### src/rtl/mod60_pkg.sv
package mod60_pkg;
  localparam int unsigned PERIOD  = 60;
  localparam int unsigned PH_W    = $clog2(PERIOD);
  localparam int unsigned OFS_RST = 30;
  typedef logic [PH_W-1:0] phase_t;
endpackage

### src/rtl/mod60_count.sv
module mod60_count #(
  parameter int unsigned CNT_W = 32
) (
  input  logic             clk_i,
  input  logic             rst_ni,
  input  logic             adv_i,
  input  logic             ld_i,
  input  logic [CNT_W-1:0] ld_val_i,
  output logic [CNT_W-1:0] cnt_o
);
  logic [CNT_W-1:0] cnt_q;

  always_ff @(posedge clk_i or negedge rst_ni) begin
    if (!rst_ni)    cnt_q <= '0;
    else if (ld_i)  cnt_q <= ld_val_i;
    else if (adv_i) cnt_q <= cnt_q + 1'b1;
  end

  assign cnt_o = cnt_q;

  AST_CNT_HOLD: assert property (@(posedge clk_i) disable iff (!rst_ni)
    (!adv_i && !ld_i) |=> $stable(cnt_o));
  AST_CNT_STEP: assert property (@(posedge clk_i) disable iff (!rst_ni)
    (adv_i && !ld_i) |=> cnt_o == $past(cnt_o) + 1'b1);
endmodule

### src/rtl/mod60_phase.sv
module mod60_phase
  import mod60_pkg::*;
(
  input  logic   clk_i,
  input  logic   rst_ni,
  input  logic   adv_i,
  input  logic   restart_i,
  input  phase_t ofs_raw_i,
  output phase_t phase_o,
  output logic   hit_o
);
  phase_t phase_q, phase_nxt, ofs_eff;

  // offsets past the period fold to zero
  assign ofs_eff   = (ofs_raw_i >= phase_t'(PERIOD)) ? '0 : ofs_raw_i;
  assign phase_nxt = (phase_q == phase_t'(PERIOD - 1)) ? '0 : phase_q + 1'b1;
  assign hit_o     = adv_i && !restart_i && (phase_nxt == ofs_eff);

  always_ff @(posedge clk_i or negedge rst_ni) begin
    if (!rst_ni)        phase_q <= '0;
    else if (restart_i) phase_q <= '0;
    else if (adv_i)     phase_q <= phase_nxt;
  end

  assign phase_o = phase_q;

  AST_PHASE_RANGE: assert property (@(posedge clk_i) disable iff (!rst_ni)
    phase_o < phase_t'(PERIOD));
  AST_PHASE_RESTART: assert property (@(posedge clk_i) disable iff (!rst_ni)
    restart_i |=> phase_o == '0);
  AST_PHASE_HOLD: assert property (@(posedge clk_i) disable iff (!rst_ni)
    (!adv_i && !restart_i) |=> $stable(phase_o));
endmodule

### src/rtl/mod60_alarm.sv
module mod60_alarm (
  input  logic clk_i,
  input  logic rst_ni,
  input  logic hit_i,
  input  logic clr_i,
  input  logic irq_en_i,
  output logic sts_o,
  output logic irq_o
);
  logic sts_q;

  always_ff @(posedge clk_i or negedge rst_ni) begin
    if (!rst_ni)    sts_q <= 1'b0;
    else if (hit_i) sts_q <= 1'b1;
    else if (clr_i) sts_q <= 1'b0;
  end

  assign sts_o = sts_q;
  assign irq_o = sts_q & irq_en_i;

  AST_STS_SET: assert property (@(posedge clk_i) disable iff (!rst_ni)
    hit_i |=> sts_o);
  AST_STS_STICKY: assert property (@(posedge clk_i) disable iff (!rst_ni)
    (sts_o && !clr_i) |=> sts_o);
  AST_STS_NO_SPURIOUS: assert property (@(posedge clk_i) disable iff (!rst_ni)
    (!sts_o && !hit_i) |=> !sts_o);
endmodule

### src/rtl/mod60_alarm_timer.sv
module mod60_alarm_timer
  import mod60_pkg::*;
#(
  parameter int unsigned CNT_W = 32
) (
  input  logic             clk_i,
  input  logic             rst_ni,
  input  logic             tick_i,
  input  logic             cnt_wr_i,
  input  logic [CNT_W-1:0] cnt_wdata_i,
  input  logic             cfg_wr_i,
  input  logic             cfg_en_i,
  input  logic             cfg_irq_en_i,
  input  logic [5:0]       cfg_ofs_i,
  input  logic             sts_clr_i,
  output logic [CNT_W-1:0] cnt_o,
  output logic [5:0]       phase_o,
  output logic             en_o,
  output logic             irq_en_o,
  output logic [5:0]       ofs_o,
  output logic             sts_o,
  output logic             irq_o
);
  logic   en_q, irq_en_q;
  phase_t ofs_q;
  logic   adv, en_rise, restart, hit;

  always_ff @(posedge clk_i or negedge rst_ni) begin
    if (!rst_ni) begin
      en_q     <= 1'b0;
      irq_en_q <= 1'b0;
      ofs_q    <= phase_t'(OFS_RST);
    end else if (cfg_wr_i) begin
      en_q     <= cfg_en_i;
      irq_en_q <= cfg_irq_en_i;
      ofs_q    <= cfg_ofs_i;
    end
  end

  assign adv     = en_q & tick_i;
  assign en_rise = cfg_wr_i & cfg_en_i & ~en_q;
  assign restart = cnt_wr_i | en_rise;

  mod60_count #(.CNT_W(CNT_W)) u_count (
    .clk_i    (clk_i),
    .rst_ni   (rst_ni),
    .adv_i    (adv),
    .ld_i     (cnt_wr_i),
    .ld_val_i (cnt_wdata_i),
    .cnt_o    (cnt_o)
  );

  mod60_phase u_phase (
    .clk_i     (clk_i),
    .rst_ni    (rst_ni),
    .adv_i     (adv),
    .restart_i (restart),
    .ofs_raw_i (ofs_q),
    .phase_o   (phase_o),
    .hit_o     (hit)
  );

  mod60_alarm u_alarm (
    .clk_i    (clk_i),
    .rst_ni   (rst_ni),
    .hit_i    (hit),
    .clr_i    (sts_clr_i),
    .irq_en_i (irq_en_q),
    .sts_o    (sts_o),
    .irq_o    (irq_o)
  );

  assign en_o     = en_q;
  assign irq_en_o = irq_en_q;
  assign ofs_o    = ofs_q;

  AST_LOAD: assert property (@(posedge clk_i) disable iff (!rst_ni)
    cnt_wr_i |=> (cnt_o == $past(cnt_wdata_i)) && (phase_o == '0));
  AST_EN_RISE: assert property (@(posedge clk_i) disable iff (!rst_ni)
    (en_rise && !cnt_wr_i) |=> (phase_o == '0) && $stable(cnt_o));
  AST_IRQ_GATE: assert property (@(posedge clk_i) disable iff (!rst_ni)
    irq_o |-> (sts_o && irq_en_o));
  AST_OFF_NO_ALARM: assert property (@(posedge clk_i) disable iff (!rst_ni)
    (!en_o && !sts_o) |=> !sts_o);
endmodule

### config.mk
export PLATFORM = sky130hd
export DESIGN_NAME = mod60_alarm_timer
export DESIGN_NICKNAME = d
export VERILOG_FILES = /design/src/rtl/mod60_pkg.sv /design/src/rtl/mod60_count.sv /design/src/rtl/mod60_phase.sv /design/src/rtl/mod60_alarm.sv /design/src/rtl/mod60_alarm_timer.sv
export SDC_FILE = /design/constraint.sdc
export NUM_CORES = 1
export LEC_CHECK = 0
export CAP_MARGIN = 25
export CORE_UTILIZATION = 42
export DETAILED_ROUTE_END_ITERATION = 8
export PLACE_DENSITY = 0.75
export SLEW_MARGIN = 20
export SYNTH_ARGS = -nofsm -noshare
export SYNTH_HDL_FRONTEND = slang
export SYNTH_HIERARCHICAL = 1
export SYNTH_SLANG_ARGS = --single-unit
### constraint.sdc
create_clock -name clk_i -period 1.9 [get_ports clk_i]
set_clock_uncertainty 0.15 [all_clocks]
set_input_delay 0.285 -clock clk_i [delete_from_list [all_inputs] [get_ports clk_i]]
set_output_delay 0.285 -clock clk_i [all_outputs]
set_load 0.05 [all_outputs]
==> metrics <==
status finished, final reports clean; slew margin rel. 69.3%; routability cong. 0.859; Post-Synth Adder-Cell Area 0.853%; nets@finish 487; clock transition time at the flip-flop clock pins of the worst setup and hold paths 100 ps; Yosys reg bits 47; Final Core Density 65.3%; mux contribution to synthesized area 4.95%; DR WL/cell approximately 17 µm; Tot Pwr 2900 µW; Compound-Gate Fraction of Synth Area 15.6%; Seq/Total Area, Yosys about two fifths; Post-synth ARST share 100%; Die X 85.6 µm; final std cells w/o fill 520; chip height approximately 86 µm; Mapped Cells approximately 310; Min-Delay Path Class in -> async; most common cell after layout, fill and taps aside buf_4; Worst setup EP type register; synthesized area per cell 9.55 µm²; Crit Path Category reg -> reg; dominant synthesized flop cell dfrtp_1; drt drc 0; clock insertion delay at the later pin of the skew report 310 ps; DR vias 3040; Multi-input gate area roughly 0.0017 mm²; cts bufs inserted 5; share of cells above drive strength 1 between 30 and 40%; Std-Cell Rows 30; CP required about 2000 ps; Inst Count DP 498; Ports 94; CP max FO 4; synthesis-to-layout area growth 50.4%; CTS H-tree depth 2; worst path arrival time 1950 ps; peak supply drop 0.000411 V; Least-Margin Pin Slew 461 ps; fmax around 0.53 GHz; Synth Area in Simple Gates 28.7%; P per Cell Area 657 mW/mm²; CTS tree done; WL final 8840 µm; antenna-violating nets left 0; Leak Pwr 0.00182 µW; Starting Density 43.4%; core region area ~0.0068 mm²; sequential cell area between 0.001 and 0.0015 mm²; dpl hpwl around 6100 µm; Clock Tree Root clkbuf_8; PortBufs 93; Final Cycle Share between 90% and 100%; most frequent cells in the layout buf_4 (83), clkdlybuf4s50_1 (43), nand2_1 (33), dfrtp_2 (23); setup violators final 0; starting DRC count in detailed routing 240; number of synthesized flops with an enable pin 0; main combinational cell family by area after synthesis simple AND/OR/NAND/NOR gates; die area 0.00732 mm²; Slew Limit Fails 0; deepest clock path buffer count 2; all-layer global routing usage 22.9%; Unique masters post-synth 58; largest net degree at the start of global routing 31; syn nets 355; initial antenna violation count 0; crit path time final 1880 ps; cell area after synthesis 0.00293 mm²; GRT overflow 0; number of global-route vias before repair 2717; antenna diode count 0; via/cell ratio 5.85; maximum capacitance violations 0; FILL cells 552; first-pass GRT wire length 13300 µm; Final Hold Fails 0; xor-xnor portion of the synthesized cell area 5.67%; DRT Pass-1 Iters 4; type of origin of the critical path register; unrepaired setup endpoints after global routing true; warnings from Yosys 6; CTS sink cnt between 40 and 50
-- flip-flops by register name, indices dropped and copies added, names as in the netlist --
signal and count:
ofs_o 6, u_count/cnt_o 32, u_alarm/sts_o 1, irq_en_o 1, u_phase/phase_o 6, en_o 1
-- worst max-delay path: stages, from the launching register on --
cell and delay, ps:
dfrtp_2 390, and4_4 240, buf_6 130, nand4_1 200, or4_4 590, o311ai_2 100
-- path summary, 6_finish.rpt --
path / slack, ps / end / from / cells after the start
hold / removal: 290 / u_count/cnt_o[24] / rst_ni / 2
setup / recovery: 20 / u_count/cnt_o[25] / u_count/cnt_o[10] / 5
max in group asynchronous: 700 / ofs_o[3] / rst_ni / 3
hold reg to reg: 370 / u_alarm/sts_o / u_alarm/sts_o / 1
setup reg to reg: 20 / u_count/cnt_o[25] / u_count/cnt_o[10] / 5
min in group clk_i: 370 / u_count/cnt_o[9] / cnt_wdata_i[9] / 3
-- Yosys cell counts, types with 3 or more instances --
cell | number | area share [%]
a31oi_1 | 14 | 3.0
and2_1 | 5 | 1.1
and3_1 | 5 | 1.1
and4_1 | 3 | 0.90
buf_2 | 3 | 0.51
buf_4 | 3 | 0.77
buf_6 | 3 | 1.2
clkbuf_1 | 7 | 0.90
dfrtp_1 | 43 | 37
dfstp_2 | 4 | 3.6
inv_1 | 5 | 0.64
mux2_4 | 7 | 3.6
mux2i_1 | 4 | 1.4
nand2_1 | 33 | 4.2
nand2b_1 | 3 | 0.64
nand3_1 | 15 | 2.6
nand4_1 | 15 | 3.2
nor2_1 | 22 | 2.8
nor2b_1 | 3 | 0.64
o211ai_1 | 3 | 0.77
o21ai_0 | 22 | 3.8
o31ai_1 | 10 | 2.6
or3_1 | 5 | 1.1
or4_1 | 12 | 3.1
xnor2_1 | 5 | 1.5
xor2_1 | 14 | 4.2
-- what timing repair did --
action                                 4_1_cts  5_1_grt
resized for setup                            2       15
endpoints found under the hold margin       17        0
pin swaps                                    0       18
setup endpoints to repair                    7       11
hold buffers                                 1        0
setup buffers                                0       10
gates cloned                                 0        3
-- where the power goes --
group	switching [µW]	internal, µW
sequential	125	1100
combinational	616	435
clock	362	261
total	1100	1800
-- area by class of cell --
cell class / count / area share, %
clock buffer: 6 / 1.64
timing repair buffer: 138 / 28.2
multi-input combinational: 242 / 39.6
tap: 80 / 2.27
inverter: 5 / 0.425
clock inverter: 2 / 0.312
sequential: 47 / 27.5
-- metal layers --
layer | share of wire, % | track usage [%] | routed length (µm)
met1 | 43 | 30.3 | 3780
met2 | 50 | 38.8 | 4430
met3 | 4.9 | 3.27 | 434
met4 | 2.2 | 7.27 | 194
met5 | 0 | 0 | 0
-- logic make-up after synthesis --
kind of cell    Yosys count
mux                      11
xor+xnor                 19
fa+ha+maj                 2
buf+inv                  21
simple gates            140
compound gates           67
flops                    47
-- through the flow --
step / cell area [µm²] / worst slack [ps] / setup TNS (ps) / hold WS [ps]
final: 4410 / 22.0 / 0 / 294
after detailed placement: 4130 / -404 / -6640 / 116
after global placement: 4130 / -312 / -5420 / 106
after CTS: 4230 / 2.45 / 0 / 311
after global routing: 4410 / -15.4 / -42.0 / 340
after floorplan: 3000 / -76.5 / -571 / -161
Note: power is estimated with default switching activity, not from simulation.
